[src/rtl/colmul_pkg.sv]
package colmul_pkg;
  // Bits needed for the carry passed between columns; carry never exceeds w-1.
  function automatic int carry_bits(input int w);
    int n;
    n = $clog2(w);
    return (n < 1) ? 1 : n;
  endfunction

  // Number of partial products landing in column k of a w x w array.
  function automatic int col_terms(input int w, input int k);
    return (k < w) ? k + 1 : 2 * w - 1 - k;
  endfunction

  // Lowest multiplicand index contributing to column k.
  function automatic int col_first(input int w, input int k);
    return (k < w) ? 0 : k - w + 1;
  endfunction
endpackage

[src/rtl/colmul_ppgen.sv]
module colmul_ppgen #(
  parameter int W = 8
) (
  input  logic [W-1:0]         a,
  input  logic [W-1:0]         b,
  output logic [W-1:0][W-1:0]  pp
);
  for (genvar i = 0; i < W; i++) begin : g_row
    for (genvar j = 0; j < W; j++) begin : g_bit
      assign pp[i][j] = a[i] & b[j];
    end
  end
endmodule

[src/rtl/colmul_column.sv]
module colmul_column #(
  parameter int NT = 1,
  parameter int CW = 3
) (
  input  logic [NT-1:0] terms,
  input  logic [CW-1:0] carry_in,
  output logic          res_bit,
  output logic [CW-1:0] carry_out
);
  localparam int SW = CW + 1;

  logic [SW-1:0] total;

  always_comb begin
    total = SW'(carry_in);
    for (int t = 0; t < NT; t++) begin
      total = total + SW'(terms[t]);
    end
  end

  assign res_bit   = total[0];
  assign carry_out = total[SW-1:1];
endmodule

[src/rtl/colmul_core.sv]
module colmul_core #(
  parameter int W = 8
) (
  input  logic [W-1:0]   a,
  input  logic [W-1:0]   b,
  output logic [2*W-1:0] p,
  output logic [colmul_pkg::carry_bits(W)-2:0] spill
);
  localparam int NCOL = 2 * W - 1;
  localparam int CW   = colmul_pkg::carry_bits(W);

  logic [W-1:0][W-1:0] pp;
  logic [CW-1:0]       chain [NCOL+1];

  colmul_ppgen #(.W(W)) u_ppgen (
    .a  (a),
    .b  (b),
    .pp (pp)
  );

  assign chain[0] = '0;

  for (genvar k = 0; k < NCOL; k++) begin : g_col
    localparam int NT = colmul_pkg::col_terms(W, k);
    localparam int I0 = colmul_pkg::col_first(W, k);
    logic [NT-1:0] terms;
    for (genvar t = 0; t < NT; t++) begin : g_term
      assign terms[t] = pp[I0 + t][k - I0 - t];
    end
    colmul_column #(.NT(NT), .CW(CW)) u_col (
      .terms     (terms),
      .carry_in  (chain[k]),
      .res_bit   (p[k]),
      .carry_out (chain[k+1])
    );
  end

  assign p[2*W-1] = chain[NCOL][0];
  assign spill    = chain[NCOL][CW-1:1];
endmodule

[src/rtl/colmul_top.sv]
module colmul_top #(
  parameter int W          = 8,
  parameter bit REGISTERED = 1'b1
) (
  input  logic           clk,
  input  logic           rst_n,
  input  logic           in_valid,
  output logic           in_ready,
  input  logic [W-1:0]   in_a,
  input  logic [W-1:0]   in_b,
  output logic           out_valid,
  input  logic           out_ready,
  output logic [2*W-1:0] out_product
);
  localparam int PW = 2 * W;
  localparam int CW = colmul_pkg::carry_bits(W);

  logic [W-1:0]  core_a;
  logic [W-1:0]  core_b;
  logic [CW-2:0] spill;

  colmul_core #(.W(W)) u_core (
    .a     (core_a),
    .b     (core_b),
    .p     (out_product),
    .spill (spill)
  );

  if (REGISTERED) begin : g_reg
    logic         held;
    logic [W-1:0] op_a;
    logic [W-1:0] op_b;

    assign in_ready  = !held || out_ready;
    assign out_valid = held;
    assign core_a    = op_a;
    assign core_b    = op_b;

    always_ff @(posedge clk or negedge rst_n) begin
      if (!rst_n) begin
        held <= 1'b0;
        op_a <= '0;
        op_b <= '0;
      end else if (in_ready) begin
        held <= in_valid;
        if (in_valid) begin
          op_a <= in_a;
          op_b <= in_b;
        end
      end
    end

    AST_PRODUCT_MATCH: assert property (@(posedge clk) disable iff (!rst_n)
      out_valid |-> out_product == PW'(op_a) * PW'(op_b));
    AST_LSB_TERM: assert property (@(posedge clk) disable iff (!rst_n)
      out_valid |-> out_product[0] == (op_a[0] & op_b[0]));
    AST_ONE_CYCLE: assert property (@(posedge clk) disable iff (!rst_n)
      in_valid && in_ready |=> out_valid);
    AST_HOLD_UNDER_STALL: assert property (@(posedge clk) disable iff (!rst_n)
      out_valid && !out_ready |=> out_valid && $stable(out_product));
    AST_STALL_BLOCKS_INPUT: assert property (@(posedge clk) disable iff (!rst_n)
      out_valid && !out_ready |-> !in_ready);
    AST_EMPTY_AFTER_RESET: assert property (@(posedge clk) disable iff (!rst_n)
      $rose(rst_n) |-> !out_valid);
  end else begin : g_comb
    assign in_ready  = out_ready;
    assign out_valid = in_valid;
    assign core_a    = in_a;
    assign core_b    = in_b;
  end

  AST_NO_OVERFLOW: assert property (@(posedge clk) disable iff (!rst_n)
    spill == '0);
endmodule

[config.mk]
export PLATFORM = sky130hd
export DESIGN_NAME = colmul_top
export DESIGN_NICKNAME = d
export VERILOG_FILES = /design/src/rtl/colmul_pkg.sv /design/src/rtl/colmul_ppgen.sv /design/src/rtl/colmul_column.sv /design/src/rtl/colmul_core.sv /design/src/rtl/colmul_top.sv
export SDC_FILE = /design/constraint.sdc
export NUM_CORES = 1
export LEC_CHECK = 0
export ABC_AREA = 1
export CAP_MARGIN = 25
export CORE_ASPECT_RATIO = 1.75
export CORE_MARGIN = 8
export CORE_UTILIZATION = 60
export DETAILED_ROUTE_END_ITERATION = 7
export GPL_ROUTABILITY_DRIVEN = 1
export PLACE_DENSITY = 0.86
export SETUP_SLACK_MARGIN = 0.15
export SYNTH_ARGS = -nofsm -noshare
export SYNTH_HDL_FRONTEND = slang
export SYNTH_SLANG_ARGS = --single-unit
[constraint.sdc]
create_clock -name clk -period 55.4 [get_ports clk]
set_input_delay 8.31 -clock clk [delete_from_list [all_inputs] [get_ports clk]]
set_output_delay 8.31 -clock clk [all_outputs]
set_load 0.05 [all_outputs]
==> results of run 1 <==
## final timing paths
| kind | from | slack, ns | end |
|---|---|---|---|
| worst max-delay path | core_a[0]$_DFFE_PN0P_ | 30.15 | out_product[15] |
| worst min-delay path | core_a[6]$_DFFE_PN0P_ | 0.67 | core_a[6]$_DFFE_PN0P_ |
| worst max register to register | out_valid$_DFFE_PN0N_ | 54.36 | core_a[4]$_DFFE_PN0P_ |
| worst min register to register | core_a[6]$_DFFE_PN0P_ | 0.67 | core_a[6]$_DFFE_PN0P_ |
| max in group asynchronous | rst_n | 46.45 | core_b[0]$_DFFE_PN0P_ |
| min in group asynchronous | rst_n | 8.49 | core_a[0]$_DFFE_PN0P_ |
## final cells by class
type / instances / share of cell area [%]
clock buffer: 3 / 1.33
clock inverter: 1 / 0.161
multi-input combinational: 237 / 62.8
inverter: 67 / 8.08
tap: 52 / 2.09
timing repair buffer: 37 / 11.9
sequential: 17 / 13.7
## cells by family (layout without fill, tap and decap cells)
logic type	after synthesis	after routing	synth area share, %
fa+ha+maj	75	75	42.1
buf+inv	102	108	17.7
flops	17	17	14.7
compound gates	6	6	1.04
xor+xnor	11	11	3.33
simple gates	145	145	21.2
## registers in the layout, summed over array words and instances (netlist names)
register   cells
out_valid      1
core_a         8
core_b         8
## per-stage QoR
step	util [%]	hold slack [ns]	worst slack, ns
final	66.7	0.671	30.15
after global routing	66.7	0.712	29.38
after CTS	66.7	0.666	30.10
after detailed placement	65.7	0.657	30.42
after global placement	65.7	0.646	30.63
after floorplan	-	0.559	31.53
## cell usage in the layout (no fill, tap or decap)
cell type        count
nand3_2              1
nand3b_1             1
dfrtp_1             17
xor2_1              10
xnor2_1              1
nand2_1            116
nand2_8              1
clkdlybuf4s50_1     37
nand2_2              1
clkinv_2             1
nand2_4              1
fa_1                37
a21oi_1              5
inv_1               67
nand3_1             23
clkbuf_8             3
ha_1                38
o21ai_0              1
nand4_1              1
## synth_stat cells (3+ instances only)
cell type | number | share of area (%)
a21oi_1 | 5 | 0.87
buf_2 | 8 | 1.4
buf_4 | 23 | 6.0
buf_6 | 3 | 1.2
dfrtp_1 | 17 | 15
fa_1 | 37 | 26
ha_1 | 38 | 16
inv_1 | 67 | 8.7
nand2_1 | 116 | 15
nand3_1 | 23 | 4.0
xor2_1 | 10 | 3.0
## worst max-delay path: cells and delay by family, from the launching register on
family | cells | cell delay, ns
XOR/XNOR | 1 | 0.14
adder cells (fa/ha/maj) | 36 | 14.03
buffers and inverters | 14 | 1.62
flip-flops | 1 | 0.48
AND/OR/NAND/NOR | 5 | 0.40
## per-layer routing
| layer | global-route usage, % | routed length, um |
|---|---|---|
| met5 | 0 | 0 |
| met4 | 5.30 | 61 |
| met3 | 1.77 | 218 |
| met2 | 33.8 | 3430 |
| met1 | 18.9 | 2050 |
==> out/metrics.yaml, run 1 <==
finish:
  register_area_sq_um: 425
  fillCellCount: 387
  antenna_cells: 0
  stdcell_area_sq_um: 3110
  multiInputGateArea_sq_um: 1950
  final_layout_size_suffix_gt1_share_pct: 2.21
  syn_to_final_growth_pct: 7.66
  fin_nets: 458
  final_cells: 414
die:
  die_h_um: 108
  core_sq_um: 4670
  ios: 38
  rows: 33
  start_util_pct: 62.0
  dieArea_sq_um: 7380
  die_w_um: 68.5
clock_network:
  clk_pin_slew_worst_paths_ns: 0.06
  cts_setup_buffers: 0
  cts_buffers: 3
  hold_buffers: 0
  cts_tree: "yes"
  clk_path_buf_depth: 2
  ctsResizeCount: 0
  cts_sinks: 17
  clk_latency_ns: 0.25
  cts_root_buf: "clkbuf_8"
  htreeDepth: 1
global_route:
  overflow: 0
  grt_antenna_before_repair: 0
  grt_pass1_wl_mm: 10.3
  grt_pass1_vias: 2346
  grt_max_degree: 20
  globalRouteTotalUtil_pct: 17.7
hold_path:
  hp-class: "register to register"
  holdPathStages: 2
timing:
  min_period_ns: 25.25
  finalCritPeriodShare_pct: 45.6
  fmax_ghz: 0.0396
  finalMaxSlewViolations: 0
  tns_ns: 0
  rsz0062_at_grt: "false"
  hold_viol: 0
  slew_headroom_pct: 51.0
  finalSetupViolCount: 0
  tightestPinTransition_ns: 0.733
  finClkSkew_ns: 0.000574
drt:
  ant_nets: 0
  viasPerCell: 5.15
  drc: 0
  drtIter0Drc: 48
  drtPass1Iterations: 4
  vias: 2132
  drt-wirelength-per-cell_um: 13.9
  routed_wirelength_mm: 5.77
synthesis:
  avgSynthCellArea_sq_um: 8.12
  synth.net_count: 451
  ys_seq_area_share_pct: 14.7
  yosys_warnings: 0
  netlist_instances: 356
  synth_edf_count: 0
  synth-seq-cells: 17
  synth.cell_area_sq_um: 2890
  ys.flop_type: "dfrtp_1"
  synth_cell_types: 20
  async_flop_share_pct: 100
worst_setup_path:
  worstSetupStartpointType: "register"
  worst-setup-path-type: "register to primary output"
  worstPathMaxFanout: 9
  worstPathRequired_ns: 47.09
  cp-end-kind: "primary output"
  ff2ff_path_depth: 4
  arrival_ns: 16.94
  slowest_delay_ns: 0.80
  path_common_cell: "fa_1"
  cp_slowest_cell: "clkdlybuf4s50_1"
placement:
  gp_congestion: 0.839
  post_dp_cell_area_sq_um: 3070
  io_buffers: 37
  dp_hpwl_mm: 4.77
  dp_cells: 410
job:
  max_cap_viol_count: 0
status:
  status: "finished clean"
Power of run 1 is not shown: default switching activity piles up to over one toggle a cycle in this logic, so the estimate is an artifact.
==> inputs of run 2 (changes only) <==
--- a/config.mk
+++ b/config.mk
@@ -9,10 +9,10 @@
 export CAP_MARGIN = 25
 export CORE_ASPECT_RATIO = 1.75
 export CORE_MARGIN = 8
-export CORE_UTILIZATION = 60
+export CORE_UTILIZATION = 57
 export DETAILED_ROUTE_END_ITERATION = 7
 export GPL_ROUTABILITY_DRIVEN = 1
-export PLACE_DENSITY = 0.86
+export PLACE_DENSITY = 0.82
 export SETUP_SLACK_MARGIN = 0.15
 export SYNTH_ARGS = -nofsm -noshare
 export SYNTH_HDL_FRONTEND = slang
==> constraint.sdc (replaced) <==
create_clock -name clk -period 26 [get_ports clk]
set_input_delay 3.9 -clock clk [delete_from_list [all_inputs] [get_ports clk]]
set_output_delay 3.9 -clock clk [all_outputs]
set_load 0.05 [all_outputs]
==> run 2 against run 1 <==
  * Setup slack worse by 25 ns
  * Via count up 5.2%
  * Clock skew up 0.0035 ns
  * Critical endpoint unchanged
  * First-iteration DRC count up 110%
  * Non-clock buffer count unchanged
  * Routed wire length up 2.1%
  * Clock-buffer cell count up 1
  * Critical path type unchanged
  * Die area up 4.2%
  * Largest cell class unchanged
  * Register-to-register slack worse by 29 ns
==> out/metrics.yaml, run 2 (same netlist as run 1, synthesis figures left out) <==
finish:
  antenna_cells: 0
  final_cell_mix: "nand2_1, inv_1, ha_1, fa_1, clkdlybuf4s50_1"
  final_common_cell: "nand2_1"
  final_layout_size_suffix_gt1_share_pct: 1.93
  fillCellCount: 417
  syn_to_final_growth_pct: 7.70
  fin_nets: 458
clock_network:
  cts_setup_buffers: 0
  ctsResizeCount: 0
  clk_pin_slew_worst_paths_ns: 0.06
  cts_sinks: 17
  hold_buffers: 0
  cts_buffers: 3
  cts_root_buf: "clkbuf_8"
  htreeDepth: 1
  cts_tree: "yes"
  clk_latency_ns: 0.25
  clk_path_buf_depth: 2
timing:
  finalMaxSlewViolations: 0
  rsz0062_at_grt: "false"
  hold_viol: 0
  min_period_ns: 20.84
  fmax_ghz: 0.0480
  finalCritPeriodShare_pct: 80.2
  slew_headroom_pct: 49.7
  tns_ns: 0
  finClkSkew_ns: 0.00408
  finalSetupViolCount: 0
  tightestPinTransition_ns: 0.752
drt:
  drtIter0Drc: 100
  drt-wirelength-per-cell_um: 14.2
  vias: 2242
  viasPerCell: 5.39
  drtPass1Iterations: 4
  ant_nets: 0
  drc: 0
  routed_wirelength_mm: 5.89
worst_setup_path:
  worst-setup-path-type: "register to primary output"
  worstPathMaxFanout: 9
  ff2ff_path_depth: 4
  path_common_cell: "fa_1"
  critPathBufInv: 14
  worstPathRequired_ns: 22.10
  cp-end-kind: "primary output"
  timing.rr.start: "out_valid$_DFFE_PN0N_"
  worstSetupStartpointType: "register"
  slowest_delay_ns: 0.79
  arrival_ns: 16.94
  cp_slowest_cell: "clkdlybuf4s50_1"
  crit_family: "adder cells"
  r2r_end: "core_b[1]$_DFFE_PN0P_"
  reg2reg_slack_ns: 24.95
global_route:
  grt_pass1_vias: 2458
  globalRouteTotalUtil_pct: 16.3
  grt_antenna_before_repair: 0
  grt_max_degree: 20
  overflow: 0
  grt_pass1_wl_mm: 10.4
placement:
  io_buffers: 37
  dp_hpwl_mm: 4.94
  gp_congestion: 0.847
job:
  max_cap_viol_count: 0
hold_path:
  holdPathStages: 2
  hold_path_end: "core_b[6]$_DFFE_PN0P_"
  hp-class: "register to register"
  worstHoldStart: "core_b[6]$_DFFE_PN0P_"
die:
  rows: 34
  core_sq_um: 4930
  dieArea_sq_um: 7700
  start_util_pct: 58.6
  die_w_um: 69.8
  die_h_um: 110
  ios: 38
status:
  status: "finished clean"
[run 2: cell count changes in the layout (fill, tap and decap cells not counted), sizes merged]
| cell | delta |
|---|---|
| clkinv | -1 |
| clkbuf | +1 |
[run 2: worst max path at each step]
stage                     depth (start not counted)              end                  start
final                                            56  out_product[15]  core_b[1]$_DFFE_PN0P_
after global routing                             56  out_product[15]  core_a[0]$_DFFE_PN0P_
after CTS                                        56  out_product[15]  core_a[0]$_DFFE_PN0P_
after detailed placement                         56  out_product[15]  core_a[0]$_DFFE_PN0P_
after global placement                           56  out_product[15]  core_b[1]$_DFFE_PN0P_
after floorplan                                  56  out_product[15]  core_a[0]$_DFFE_PN0P_
[run 2: area by class of cell]
cell class                 instances  area (sq um)  area share [%]
timing repair buffer              37           370            11.9
clock buffer                       4          45.0            1.45
multi-input combinational        237          1950            62.8
tap                               54          67.6            2.17
sequential                        17           425            13.7
inverter                          67           251            8.08
[run 2: metrics by stage]
stage / std cells / setup slack, ns / area [sq um] / hold slack (ns) / utilization (%)
detailed placement: 412 / 5.35 / 3070 / 0.657 / 62.2
CTS: 416 / 5.08 / 3110 / 0.668 / 63.1
global placement: 412 / 5.58 / 3070 / 0.661 / 62.2
finish: 416 / 5.16 / 3110 / 0.669 / 63.1
global route: 416 / 4.42 / 3110 / 0.702 / 63.1
floorplan: 356 / 6.54 / 2890 / 0.559 / -
[run 2: worst register-to-register path, delay by kind of cell, from the launching register on]
kind	cells	cell delay, ns
simple gates	4	0.53
flops	1	0.41
[run 2: per-layer routing]
layer	routed length, um	vias to the layer above	global-route usage, %
li1	-	1059	-
met1	2110	1088	15.8
met2	3290	76	31.5
met3	241	19	2.06
met5	0	-	0
met4	240	0	11.0
Power of run 2 is left out for the same reason.
==> inputs of run 3 (changes only) <==
--- a/config.mk
+++ b/config.mk
@@ -9,10 +9,10 @@
 export CAP_MARGIN = 25
 export CORE_ASPECT_RATIO = 1.75
 export CORE_MARGIN = 8
-export CORE_UTILIZATION = 57
+export CORE_UTILIZATION = 52
 export DETAILED_ROUTE_END_ITERATION = 7
 export GPL_ROUTABILITY_DRIVEN = 1
-export PLACE_DENSITY = 0.82
+export PLACE_DENSITY = 0.79
 export SETUP_SLACK_MARGIN = 0.15
 export SYNTH_ARGS = -nofsm -noshare
 export SYNTH_HDL_FRONTEND = slang
==> constraint.sdc (replaced) <==
create_clock -name clk -period 17.3 [get_ports clk]
set_input_delay 2.595 -clock clk [delete_from_list [all_inputs] [get_ports clk]]
set_output_delay 2.595 -clock clk [all_outputs]
set_load 0.05 [all_outputs]
==> run 3 against run 2 <==
  * The flow now finishes with violations (setup timing)
  * Die area grew 7.8%
  * Non-clock buffer count rose by 17
  * Setup slack lost 5.8 ns
  * Final area increased by 10%
  * Critical path depth unchanged
  * Sequential share of layout area down 1.3 points
  * Routed wire length grew 2.0%
  * Register-to-register slack got worse by 8.7 ns
  * Worst hold slack worse by 0.035 ns
  * Cell count increased by 9.4%
  * Critical endpoint unchanged
  * Largest cell class unchanged
==> out/metrics.yaml, run 3 (same netlist as run 1, synthesis figures left out) <==
global_route:
  grt_pass1_vias: 2426
  grt_antenna_before_repair: 0
  globalRouteTotalUtil_pct: 15.9
  grt_max_degree: 20
  overflow: 0
  grt_pass1_wl_mm: 10.7
die:
  start_util_pct: 53.1
  dieArea_sq_um: 8300
  die_w_um: 72.4
  die_h_um: 115
  ios: 38
  core_sq_um: 5450
  rows: 36
clock_network:
  clk_pin_slew_worst_paths_ns: 0.06
  hold_buffers: 0
  cts_tree: "yes"
  cts_buffers: 3
  clk_path_buf_depth: 2
  clk_latency_ns: 0.25
  cts_root_buf: "clkbuf_8"
  htreeDepth: 1
  cts_sinks: 17
worst_setup_path:
  worstSetupStartpointType: "register"
  worstPathRequired_ns: 14.70
  path_common_cell: "fa_1"
  cp-end-kind: "primary output"
  worst-setup-path-type: "register to primary output"
  arrival_ns: 15.30
  cp_slowest_cell: "fa_1"
  worstPathMaxFanout: 2
  slowest_delay_ns: 0.56
placement:
  dp_hpwl_mm: 5.05
  dp_cells: 444
  io_buffers: 37
  gp_congestion: 0.797
timing:
  tns_ns: -0.929
  finalCritPeriodShare_pct: 103
  min_period_ns: 17.90
  finClkSkew_ns: 0.00231
  slew_headroom_pct: 49.6
  rsz0062_at_grt: "true"
  fmax_ghz: 0.0559
  holdWs_ns: 0.634
  finalMaxSlewViolations: 0
  finalSetupViolCount: 3
  hold_viol: 0
  setup_ws_ns: -0.600
  tightestPinTransition_ns: 0.753
finish:
  register_area_sq_um: 425
  fin_nets: 475
  multiInputGateArea_sq_um: 2090
  final_common_cell: "nand2_1"
  antenna_cells: 0
  final_cells: 455
  final_cell_mix: "nand2_1, inv_1, clkdlybuf4s50_1, fa_1, ha_1"
  final_layout_size_suffix_gt1_share_pct: 16.6
  fillCellCount: 468
  syn_to_final_growth_pct: 18.8
drt:
  vias: 2235
  viasPerCell: 4.91
  routed_wirelength_mm: 6.00
  drc: 0
  drt-wirelength-per-cell_um: 13.2
  ant_nets: 0
  drtPass1Iterations: 4
  drtIter0Drc: 62
status:
  violations: "setup timing"
  status: "complete, but fails checks"
hold_path:
  hp-class: "register to register"
job:
  max_cap_viol_count: 0
run 3: changes by cell type in the layout (fill, tap and decap cells not counted), moves of 4 or more:
cell	previous run	this run
buf_4	0	17
clkdlybuf4s50_1	37	33
fa_1	37	30
fa_2	0	7
ha_1	38	26
ha_2	0	5
ha_4	0	7
inv_1	67	55
inv_2	0	12
nand2_1	116	112
run 3: worst paths after layout:
kind	start	endpoint	slack, ns	depth (start not counted)
hold / removal	core_b[0]$_DFFE_PN0P_	core_b[0]$_DFFE_PN0P_	0.63	3
min in group asynchronous	rst_n	out_valid$_DFFE_PN0N_	2.79	1
hold reg to reg	core_b[0]$_DFFE_PN0P_	core_b[0]$_DFFE_PN0P_	0.63	3
setup reg to reg	out_valid$_DFFE_PN0N_	core_a[0]$_DFFE_PN0P_	16.25	4
max in group asynchronous	rst_n	core_b[5]$_DFFE_PN0P_	14.04	1
setup / recovery	core_b[1]$_DFFE_PN0P_	out_product[15]	-0.60	56
run 3: timing repair:
action | 4_1_cts | 5_1_grt
pin swaps | 11 | 4
setup endpoints to repair | 4 | 4
endpoints found under the hold margin | 0 | 0
gates resized for setup | 8 | 5
gates cloned | 0 | 0
setup buffers | 2 | 5
run 3: critical path, delay by kind of cell (launching register included):
family | cells | cell delay [ns]
buf+inv | 15 | 0.88
fa+ha+maj | 36 | 13.37
flops | 1 | 0.37
simple gates | 5 | 0.43
run 3: layout make-up:
class	count	area share [%]
Clock buffer	3	1.20
Clock inverter	1	0.146
Inverter	67	7.32
Multi-Input combinational cell	237	60.7
Sequential cell	17	12.4
Tap cell	76	2.77
Timing Repair Buffer	54	15.4
run 3: per-layer routing:
| metal | up-vias | wire length (um) | GRT usage [%] | share of wire (%) |
|---|---|---|---|---|
| met3 | 14 | 187 | 1.40 | 3.1 |
| met1 | 1087 | 2060 | 15.4 | 34 |
| li1 | 1088 | - | - | - |
| met2 | 46 | 3580 | 32.3 | 60 |
| met4 | 0 | 174 | 6.05 | 2.9 |
| met5 | - | 0 | 0 | 0 |
run 3: through the flow:
| stage | utilization (%) | cell area (sq um) | setup slack [ns] |
|---|---|---|---|
| floorplan | - | 3010 | -0.0341 |
| global placement | 60.6 | 3300 | -0.412 |
| detailed placement | 60.6 | 3300 | -0.600 |
| CTS | 62.1 | 3390 | -0.616 |
| global route | 63.0 | 3440 | -1.10 |
| finish | 63.0 | 3440 | -0.600 |
Power of run 3 is left out for the same reason.
